$ cat config.mk
export PLATFORM = sky130hd
export DESIGN_NAME = dlyrd_target
export DESIGN_NICKNAME = d
export VERILOG_FILES = /design/src/rtl/dlyrd_pkg.sv /design/src/rtl/dlyrd_parity.sv /design/src/rtl/dlyrd_pend_table.sv /design/src/rtl/dlyrd_target.sv
export SDC_FILE = /design/constraint.sdc
export NUM_CORES = 1
export LEC_CHECK = 0
export ABC_AREA = 1
export ABC_CLOCK_PERIOD_IN_PS = 6300
export CORE_MARGIN = 2
export CORE_UTILIZATION = 50
export CTS_BUF_LIST = sky130_fd_sc_hd__clkbuf_8
export CTS_CLUSTER_DIAMETER = 30
export CTS_CLUSTER_SIZE = 24
export DETAILED_ROUTE_END_ITERATION = 16
export PLACE_DENSITY = 0.83
export SLEW_MARGIN = 20
export SYNTH_ARGS = -nofsm -noshare
export SYNTH_HDL_FRONTEND = slang
export SYNTH_HIERARCHICAL = 1
export SYNTH_SLANG_ARGS = --single-unit
export TNS_END_PERCENT = 50
$ cat constraint.sdc
create_clock -name clk -period 6.3 [get_ports clk]
set_input_delay 1.26 -clock clk [delete_from_list [all_inputs] [get_ports clk]]
set_output_delay 1.26 -clock clk [all_outputs]
set_load 0.01 [all_outputs]
$ cat src/rtl/dlyrd_pkg.sv
package dlyrd_pkg;

    localparam logic [3:0] CMD_IO_RD       = 4'b0010;
    localparam logic [3:0] CMD_MEM_RD      = 4'b0110;
    localparam logic [3:0] CMD_MEM_RD_MULT = 4'b1100;
    localparam logic [3:0] CMD_MEM_RD_LINE = 4'b1110;
    localparam logic [3:0] KEY_MEM_ANY     = 4'b1111;

    typedef enum logic [2:0] {
        ST_IDLE,
        ST_WAIT,
        ST_RETRY,
        ST_DATA,
        ST_FLUSH,
        ST_SKIP
    } tgt_state_e;

    typedef struct packed {
        logic [3:0] cmd;
        logic [3:0] be;
        logic       perr;
    } cap_rec_t;

    function automatic logic is_mem_read(input logic [3:0] cmd);
        return (cmd == CMD_MEM_RD) || (cmd == CMD_MEM_RD_MULT) || (cmd == CMD_MEM_RD_LINE);
    endfunction

    function automatic logic is_read_cmd(input logic [3:0] cmd);
        return is_mem_read(cmd) || (cmd == CMD_IO_RD);
    endfunction

    // Matching key: all memory-read flavours fold onto one code.
    function automatic logic [3:0] match_key(input logic [3:0] cmd);
        return is_mem_read(cmd) ? KEY_MEM_ANY : cmd;
    endfunction

endpackage

$ cat src/rtl/dlyrd_parity.sv
module dlyrd_parity #(
    parameter int AD_W = 32
) (
    input  logic [AD_W-1:0] ad,
    input  logic [3:0]      cbe,
    input  logic            par,
    output logic            err
);
    // Even parity across the bus, the command lanes and the parity bit.
    assign err = (^ad) ^ (^cbe) ^ par;
endmodule

$ cat src/rtl/dlyrd_pend_table.sv
module dlyrd_pend_table #(
    parameter int AD_W  = 32,
    parameter int DEPTH = 4,
    localparam int IW   = (DEPTH > 1) ? $clog2(DEPTH) : 1
) (
    input  logic            clk,
    input  logic            rst,
    input  logic [AD_W-1:0] look_addr,
    input  logic [3:0]      look_key,
    output logic            look_hit,
    output logic [IW-1:0]   look_idx,
    output logic            full,
    input  logic            alloc_en,
    input  logic [AD_W-1:0] alloc_addr,
    input  logic [3:0]      alloc_key,
    input  logic            free_en,
    input  logic [IW-1:0]   free_idx
);
    logic [DEPTH-1:0] vld;
    logic [DEPTH-1:0] match;
    logic [AD_W-1:0]  addr_q [DEPTH];
    logic [3:0]       key_q  [DEPTH];
    logic [IW-1:0]    free_slot;

    generate
        for (genvar i = 0; i < DEPTH; i++) begin : g_slot
            assign match[i] = vld[i] && (addr_q[i] == look_addr) && (key_q[i] == look_key);

            always_ff @(posedge clk) begin
                if (rst) begin
                    vld[i] <= 1'b0;
                end else if (alloc_en && (free_slot == IW'(i))) begin
                    vld[i] <= 1'b1;
                end else if (free_en && (free_idx == IW'(i))) begin
                    vld[i] <= 1'b0;
                end
            end

            always_ff @(posedge clk) begin
                if (alloc_en && (free_slot == IW'(i))) begin
                    addr_q[i] <= alloc_addr;
                    key_q[i]  <= alloc_key;
                end
            end
        end
    endgenerate

    // Lowest-numbered match and lowest-numbered empty slot.
    always_comb begin
        look_idx  = '0;
        free_slot = '0;
        for (int i = DEPTH - 1; i >= 0; i--) begin
            if (match[i]) look_idx = IW'(i);
            if (!vld[i])  free_slot = IW'(i);
        end
    end

    assign look_hit = |match;
    assign full     = &vld;
endmodule

$ cat src/rtl/dlyrd_target.sv
module dlyrd_target
    import dlyrd_pkg::*;
#(
    parameter int AD_W       = 32,
    parameter int PEND_DEPTH = 4,
    localparam int IW        = (PEND_DEPTH > 1) ? $clog2(PEND_DEPTH) : 1
) (
    input  logic            clk,
    input  logic            rst,
    input  logic            frame_n,
    input  logic            irdy_n,
    input  logic [AD_W-1:0] ad_in,
    input  logic [3:0]      cbe_n,
    input  logic            par,
    output logic            devsel_n,
    output logic            trdy_n,
    output logic            stop_n,
    output logic [AD_W-1:0] ad_out,
    output logic            ad_oe,
    output logic            req_valid,
    output logic [AD_W-1:0] req_addr,
    output logic [3:0]      req_cmd,
    output logic [3:0]      req_be,
    output logic            req_par_err,
    input  logic            cpl_valid,
    input  logic [AD_W-1:0] cpl_addr,
    input  logic [3:0]      cpl_cmd,
    input  logic [AD_W-1:0] cpl_data,
    input  logic            cpl_last,
    input  logic            order_ok,
    output logic            cpl_pop,
    output logic            perr_flag
);
    tgt_state_e      state;
    logic [AD_W-1:0] cap_addr;
    cap_rec_t        cap;
    logic [IW-1:0]   cur_idx;

    logic            par_err_now;
    logic            pt_hit;
    logic [IW-1:0]   pt_idx;
    logic            pt_full;
    logic            head_hit;
    logic            decide;
    logic            deliver;
    logic            enqueue;
    logic            xfer;
    logic            free_en;

    dlyrd_parity #(.AD_W(AD_W)) u_par (
        .ad  (ad_in),
        .cbe (cbe_n),
        .par (par),
        .err (par_err_now)
    );

    dlyrd_pend_table #(.AD_W(AD_W), .DEPTH(PEND_DEPTH)) u_pend (
        .clk        (clk),
        .rst        (rst),
        .look_addr  (cap_addr),
        .look_key   (match_key(cap.cmd)),
        .look_hit   (pt_hit),
        .look_idx   (pt_idx),
        .full       (pt_full),
        .alloc_en   (enqueue),
        .alloc_addr (cap_addr),
        .alloc_key  (match_key(cap.cmd)),
        .free_en    (free_en),
        .free_idx   (cur_idx)
    );

    // Decision taken in the first cycle the initiator is ready.
    assign decide   = (state == ST_WAIT) && !irdy_n;
    assign head_hit = cpl_valid && (cpl_addr == cap_addr)
                      && (match_key(cpl_cmd) == match_key(cap.cmd));
    assign deliver  = decide && head_hit && order_ok;
    assign enqueue  = decide && !head_hit && !pt_hit && !pt_full;

    assign xfer     = (state == ST_DATA) && cpl_valid && !irdy_n;
    assign cpl_pop  = xfer || ((state == ST_FLUSH) && cpl_valid);
    assign free_en  = cpl_pop && cpl_last;

    always_ff @(posedge clk) begin
        if (rst) begin
            state     <= ST_IDLE;
            cap_addr  <= '0;
            cap       <= '0;
            cur_idx   <= '0;
            perr_flag <= 1'b0;
        end else begin
            unique case (state)
                ST_IDLE: begin
                    if (!frame_n) begin
                        if (is_read_cmd(cbe_n)) begin
                            cap_addr <= ad_in;
                            cap.cmd  <= cbe_n;
                            cap.perr <= par_err_now;
                            if (par_err_now) perr_flag <= 1'b1;
                            state    <= ST_WAIT;
                        end else begin
                            state <= ST_SKIP;
                        end
                    end
                end
                ST_WAIT: begin
                    if (!irdy_n) begin
                        cap.be  <= cbe_n;
                        cur_idx <= pt_idx;
                        state   <= deliver ? ST_DATA : ST_RETRY;
                    end
                end
                ST_RETRY: begin
                    if (frame_n) state <= ST_IDLE;
                end
                ST_DATA: begin
                    if (xfer) begin
                        if (cpl_last) begin
                            state <= frame_n ? ST_IDLE : ST_RETRY;
                        end else if (frame_n) begin
                            state <= ST_FLUSH;
                        end
                    end
                end
                ST_FLUSH: begin
                    if (cpl_valid && cpl_last) state <= ST_IDLE;
                end
                ST_SKIP: begin
                    if (frame_n) state <= ST_IDLE;
                end
                default: state <= ST_IDLE;
            endcase
        end
    end

    // Request queue strobe and payload.
    always_ff @(posedge clk) begin
        if (rst) begin
            req_valid   <= 1'b0;
            req_addr    <= '0;
            req_cmd     <= '0;
            req_be      <= '0;
            req_par_err <= 1'b0;
        end else begin
            req_valid <= enqueue;
            if (enqueue) begin
                req_addr    <= cap_addr;
                req_cmd     <= cap.cmd;
                req_be      <= cbe_n;
                req_par_err <= cap.perr;
            end
        end
    end

    // Bus-facing target signals, decoded from state.
    always_comb begin
        devsel_n = !((state == ST_WAIT) || (state == ST_RETRY) || (state == ST_DATA));
        trdy_n   = !((state == ST_DATA) && cpl_valid);
        stop_n   = !((state == ST_RETRY) || ((state == ST_DATA) && cpl_valid && cpl_last));
        ad_oe    = (state == ST_DATA);
        ad_out   = ad_oe ? cpl_data : '0;
    end
endmodule

=== Yosys cells after proc, flatten, opt, wreduce, memory -nomap -nowiden ===
Memories as Yosys holds them, arrays and structs flattened.
Cells that the tools add are included.

* Logic and storage cells: 184
* Bits in writable memories: 144
* Memory bits (read-only): 0
* Output and inout port bits: 80
* Latch bits: 0
* Bits of input ports: 112
* Register bits: 89
* Memories kept: 2

* Reductions and logical operators: 70
* Bitwise operators: 4
* Multiplexer cells: 56
* $mul: 0
* Magnitude comparators: 0
* Eq/ne operators: 37
* Shift operators: 0
* Add/subtract/negate cells: 0
* Divide/modulo/power cells: 0

{| class="wikitable"
|+ Memory list
! memory !! depth !! width !! read ports !! clocked after memory_dff !! wr ports !! line !! text
|-
| u_pend.addr_q || 4 || 32 || 4 || 0 || 1 || dlyrd_pend_table.sv:21 || <nowiki>logic [AD_W-1:0] addr_q [DEPTH];</nowiki>
|-
| u_pend.key_q || 4 || 4 || 4 || 0 || 1 || dlyrd_pend_table.sv:22 || <nowiki>logic [3:0] key_q [DEPTH];</nowiki>
|}

{| class="wikitable"
|+ Operators by type and width
! operator !! count
|-
| == test 32 bit || 5
|-
| two-way mux 32 bit || 4
|-
| OR reduction 32 bit || 3
|-
| parity 32 bit || 1
|-
| logical AND 1 bit || 30
|-
| two-way mux 2 bit || 15
|-
| == test 4 bit, second input constant || 6
|-
| two-way mux 3 bit || 8
|-
| two-way mux 1 bit || 23
|-
| == test 4 bit || 5
|-
| two-way mux 4 bit || 5
|-
| OR reduction 4 bit || 4
|-
| one-hot mux 3 bit (5 select lines) || 1
|-
| == test 4 x 3 -> 1 bit, second input constant || 3
|-
| logical OR 1 bit || 11
|-
| == test 2 bit, second input constant || 4
|-
| AND reduction 4 bit || 2
|-
| nonzero test 2 bit || 4
|-
| zero test 1 bit || 7
|-
| == test 3 x 2 -> 1 bit, second input constant || 2
|-
| == test 3 bit, second input constant || 2
|-
| != test 2 x 1 -> 1 bit, second input constant || 3
|-
| AND reduction 6 bit || 1
|-
| == test 2 x 1 -> 1 bit, second input constant || 2
|-
| 12 further kinds || 16
|}

=== Logic depth before layout (Yosys ltp) ===
* Depth after elaboration: 17
* Depth in mapped cells: 24
* Mapped depth without buffers: 22

=== By module ===
The synthesis kept the hierarchy.

{| class="wikitable"
|+ Modules (own cells, without submodules)
! module !! times used !! cells an instance !! area an instance (um^2) !! sequential area each (um^2)
|-
| dlyrd_pend_table || 1 || 738 || 7001.7 || 4404.2
|-
| dlyrd_target || 1 || 771 || 4613.2 || 1701.6
|-
| dlyrd_parity || 1 || 246 || 992.2 || 0.0
|}

=== Worst setup path before layout ===
No wires, ideal clock.

* Path kind: reg-to-reg
* Start: reg cap[7] (netlist name)
* End: mem u_pend.addr_q[2][0] (enable)
* Buffers on the path: 2
* Arrival: 5.114 ns
* Setup time: 0.476 ns
* Clock period less this slack: 5.590 ns
* Setup slack: 0.710 ns
* Stages on the path, launching flop included: 18
* Required time: 5.824 ns
* Cell sequence: dfxtp_1 -> nand2_1 -> o21ai_0 -> inv_1 -> or2_0 -> o211ai_1 -> nor2_1 -> nand3_1 -> nor2_2 -> nor2b_1 -> nand2_1 -> nor3_1 -> buf_2 -> buf_2 -> nand2_1 -> inv_1 -> inv_1 -> nor3_1

* Word-level cells in the longest chain between the ends: 17
* Elaborated cells between the ends (all ways): 43
* Those cells by class: eq/ne (8); mux (15); reduce/logical (20)

{| class="wikitable"
|+ RTL lines
! element !! line !! text
|-
| from (decl) || dlyrd_target.sv:36 || <nowiki>cap_rec_t cap;</nowiki>
|-
| == test 4 x 3 -> 1 bit / == test 4 bit (equally long branches) || dlyrd_pkg.sv:25 || <nowiki>return (cmd == CMD_MEM_RD) || (cmd == CMD_MEM_RD_MULT) || (cmd == CMD_MEM_RD_LINE);</nowiki>
|-
| logical OR 1 bit (2 in a row) || dlyrd_pkg.sv:25 ||
|-
| two-way mux 4 bit * || dlyrd_pkg.sv:34 || <nowiki>return is_mem_read(cmd) ? KEY_MEM_ANY : cmd;</nowiki>
|-
| == test 4 bit || dlyrd_pend_table.sv:27 || <nowiki>assign match[i] = vld[i] && (addr_q[i] == look_addr) && (key_q[i] == look_key);</nowiki>
|-
| logical AND 1 bit || dlyrd_pend_table.sv:27 ||
|-
| OR reduction 4 bit * || dlyrd_pend_table.sv:58 || <nowiki>assign look_hit = |match;</nowiki>
|-
| named net pt_hit || dlyrd_target.sv:40 || <nowiki>logic pt_hit;</nowiki>
|-
| zero test 1 bit * || dlyrd_target.sv:77 || <nowiki>assign enqueue = decide && !head_hit && !pt_hit && !pt_full;</nowiki>
|-
| logical AND 1 bit * (2 in a row) || dlyrd_target.sv:77 ||
|-
| named net enqueue || dlyrd_target.sv:46 || <nowiki>logic enqueue;</nowiki>
|-
| logical AND 1 bit || dlyrd_pend_table.sv:40 || <nowiki>if (alloc_en && (free_slot == IW'(i))) begin</nowiki>
|-
| two-way mux 1 bit || dlyrd_pend_table.sv:40 ||
|-
| two-way mux 1 bit (not written as such) || dlyrd_pend_table.sv:41 || <nowiki>addr_q[i] <= alloc_addr;</nowiki>
|-
| OR reduction 32 bit (no line) || n/a ||
|-
| two-way mux 2 bit (no line) / two-way mux 1 bit (equally long branches) (3 in a row) || n/a ||
|-
| to (decl) || dlyrd_pend_table.sv:21 ||
|}

The timed path passes the listed nets; every way through them passes the cells marked *.

=== Worst setup path in the final report ===
* Start: in cpl_valid
* End: out cpl_pop

* Word-level cells in the longest chain between the ends: 3
* Elaborated cells between the ends (all ways): 4
* Those cells by class: reduce/logical (4)

{| class="wikitable"
|+ RTL lines
! element !! line !! text
|-
| from (decl) || dlyrd_target.sv:25 || <nowiki>input logic cpl_valid,</nowiki>
|-
| logical AND 1 bit (2 in a row) || dlyrd_target.sv:79 || <nowiki>assign xfer = (state == ST_DATA) && cpl_valid && !irdy_n;</nowiki>
|-
| logical OR 1 bit * || dlyrd_target.sv:80 || <nowiki>assign cpl_pop = xfer || ((state == ST_FLUSH) && cpl_valid);</nowiki>
|-
| to (decl) || dlyrd_target.sv:31 || <nowiki>output logic cpl_pop,</nowiki>
|}

Mark *: on every way between the ends. The rest lies on a longest branch, timed or not.

==> impl_results.md <==
* Status: completed
* Clk pin slew, worst setup/hold paths at roughly 0.060 ns
* Post-synthesis instance total at about 1800
* Seq. cell area at 6110 µm²
* Via density at approximately 5.2
* ANT nets after route at 0
* Final #Nets at 2074
* Crit-path cells: clkdlybuf4s50_1 -> nand3_1 -> nand2_1 -> clkdlybuf4s50_1
* CP startpoint: cpl_valid
* Skew final at ~0.035 ns
* Avg Inst Size Synth at 7.18 µm²
* Vias in the first global route at around 11000
* Drt wl/cell at approximately 16 µm
* # DRC at 0
* Die area at 26500 µm²
* R2R depth at 17
* Mapped cell area at approximately 13000 µm²
* Most used cell, CP: clkdlybuf4s50_1
* Critical Path AT at approximately 2.8 ns
* CTS tree: built
* Endpoint type of the worst setup path: primary output
* DIE WIDTH at ~160 µm
* Fmax at roughly 250 MHz
* Total CTS buffers at 42
* Pwr Total at between 4 and 5 mW
* Data required, critical path at ~5.0 ns
* Worst slack at placement at between 2 and 2.5 ns
* Fillers at about 2200
* Row count at 58
* CTS root buffer: clkbuf_8
* Relative slew margins at a little over two fifths
* Slowest stage delay, CP at just over 0.7 ns
* Maximum vdd ir drop at 199 µV
* Clk sinks at 233
* # port buffers at 191
* Number of setup buffers added after CTS at 0
* Worst R2R End: u_pend/addr_q[3][13]
* Commonest non-fill, non-tap cells in the layout: 614 x nand2_1, 268 x inv_1, 213 x nor2_1
* First-pass detailed-route iteration total at 6
* Yosys warning count at 6
* Core Area at approximately 25000 µm²
* Area growth syn-to-layout at 25.4%
* Post-route setup slack at 2.28 ns
* Hold_ws at ~0.48 ns
* Met2 usage at between 40 and 50%
* DPL Wire Length at ~28 mm
* Chip Height at approximately 160 µm
* Initial antenna violation count at 1
* Busiest layer in global routing: met2
* Final Max Tran Viols at 0
* Diode count at 0
* Final critical-path required period at about 4.0 ns
* PwrDens at around 290 nW/µm²
* Initial core utilization at roughly half
* # hold bufs at CTS at 0
* Cell variety after synth at 36
* Syn Nets at around 1900
* Setup crit end: cpl_pop
* Post-synthesis register bit count at roughly 230
* Worst skew pair latency at roughly 0.56 ns
* Worst-Margin Slew at 0.853 ns
* Global routing usage on met3 at around 5.3%
* Setup TNS at 0 ns
* Vias at 12000
* Share of post-route cells with drive strength above 1 at 6.77%
* Area of the multi-input gates at roughly 5200 µm²
* CP max FO at 8
* Gr ovfl total at 0
* Global-route wire length before repair at ~57 mm
* Endpoints failing hold at 0
* Post-Route WL at ~37 mm
* Final period utilization at 63.8%
* GR Util met1 at 35.6%
* Gp weighted congestion at 0.992
* Worst Hold Class: register to register
* Hold path start: req_addr[2]
* Setup CP Type: input pin to primary output
* Max-cap viol count at 0
* RSZ-0062 raised after global routing: false
* Most common cell after layout, fill and taps aside: nand2_1
* Overall routing resource usage at 28.0%
* Setup-failing EPs final at 0
* Clock tree buffer depth at 3
* Critical-path top delay cell: clkdlybuf4s50_1
* Largest net degree at the start of global routing at 83
* Iteration-0 DRC Markers at 1174
* Post_cts resized at 0
* Io pins at 192
* H-tree depth at 2
* Seq/Total Area, Yosys at about half
* R2R setup slack at ~2.3 ns
* Critical path startpoint category: input pin
* Reg2reg start: cap[7]
* Leak Pwr at 7.17 nW
-- through the flow --
| step | util [%] | instance area (µm²) | cells |
|---|---|---|---|
| floorplan | - | 12600 | 1755 |
| global placement | 59.4 | 14800 | 2246 |
| detailed placement | 59.4 | 14800 | 2246 |
| CTS | 63.2 | 15800 | 2323 |
| global route | 63.3 | 15800 | 2325 |
| finish | 63.3 | 15800 | 2325 |
-- worst min path at each step --
stage	cells past startpoint	slack [ns]	end
2_1_floorplan	2	0.44	cap[0]
4_1_cts	2	0.49	cap[0]
5_1_grt	2	0.50	req_addr[14]
6_report	2	0.48	req_addr[2]
3_3_place_gp	2	0.46	cap[0]
3_5_place_dp	2	0.47	req_addr[28]
-- state kept, by name, indices dropped and copies added, names as in the netlist, 2 cells and up --
| signal | flops |
|---|---|
| cur_idx | 2 |
| req_addr | 32 |
| state | 3 |
| cap | 5 |
| req_cmd | 4 |
| u_pend/key_q | 16 |
| cap_addr | 32 |
| u_pend/vld | 4 |
| req_be | 4 |
| u_pend/addr_q | 128 |
-- synth_stat cells (all sizes together) --
cell	number	share of area, %
buf	20	1.1
a31oi	1	0.050
o22ai	3	0.15
nor3	9	0.44
dfxtp	89	14
or2	9	0.45
edfxtp	144	34
clkbuf	20	0.61
nand3	74	2.9
nand4	10	0.50
nor2b	1	0.050
xnor2	26	1.8
nand3b	3	0.18
o211ai	2	0.12
nor2	224	6.8
nand2	618	18
and3	1	0.050
a21oi	91	3.6
clkinv	4	0.12
inv	290	8.6
o21ai	89	3.6
o221ai	2	0.14
xor2	25	1.7
-- final cells by class --
cell class / count / area share, %
Timing Repair Buffer: 203 / 12.8
Multi-Input combinational cell: 1188 / 33.0
Sequential cell: 233 / 38.6
Clock buffer: 44 / 3.83
Inverter: 294 / 6.98
Tap cell: 330 / 2.61
Clock inverter: 33 / 2.08
-- worst max-delay path, delay by kind of cell --
kind	cells	cell delay (ns)
buffers and inverters	2	1.25
AND/OR/NAND/NOR	2	0.25
-- report_power, final --
group / leakage (nW) / internal, mW / switching (mW)
Sequential: 2.06 / 1.77 / 0.167
Clock: 0.475 / 0.821 / 0.725
Combinational: 4.64 / 0.451 / 0.627
Total: 7.17 / 3.05 / 1.52
-- per-layer routing --
metal,up-vias,share of wire [%]
li1,5859,-
met1,5407,39
met2,615,47
met3,111,9.9
met4,0,4.5
met5,-,0
-- cell families (layout without fill, tap and decap cells) --
family / after synthesis / count (layout) / share of synthesized area (%)
buffers and inverters: 334 / 574 / 10.5
and+or+nand+nor: 949 / 949 / 29.9
xor gates and xnor gates: 51 / 51 / 3.54
DFF: 233 / 233 / 48.4
AOI/OAI and AO/OA: 188 / 188 / 7.66
(Power assumes the default switching activity.)
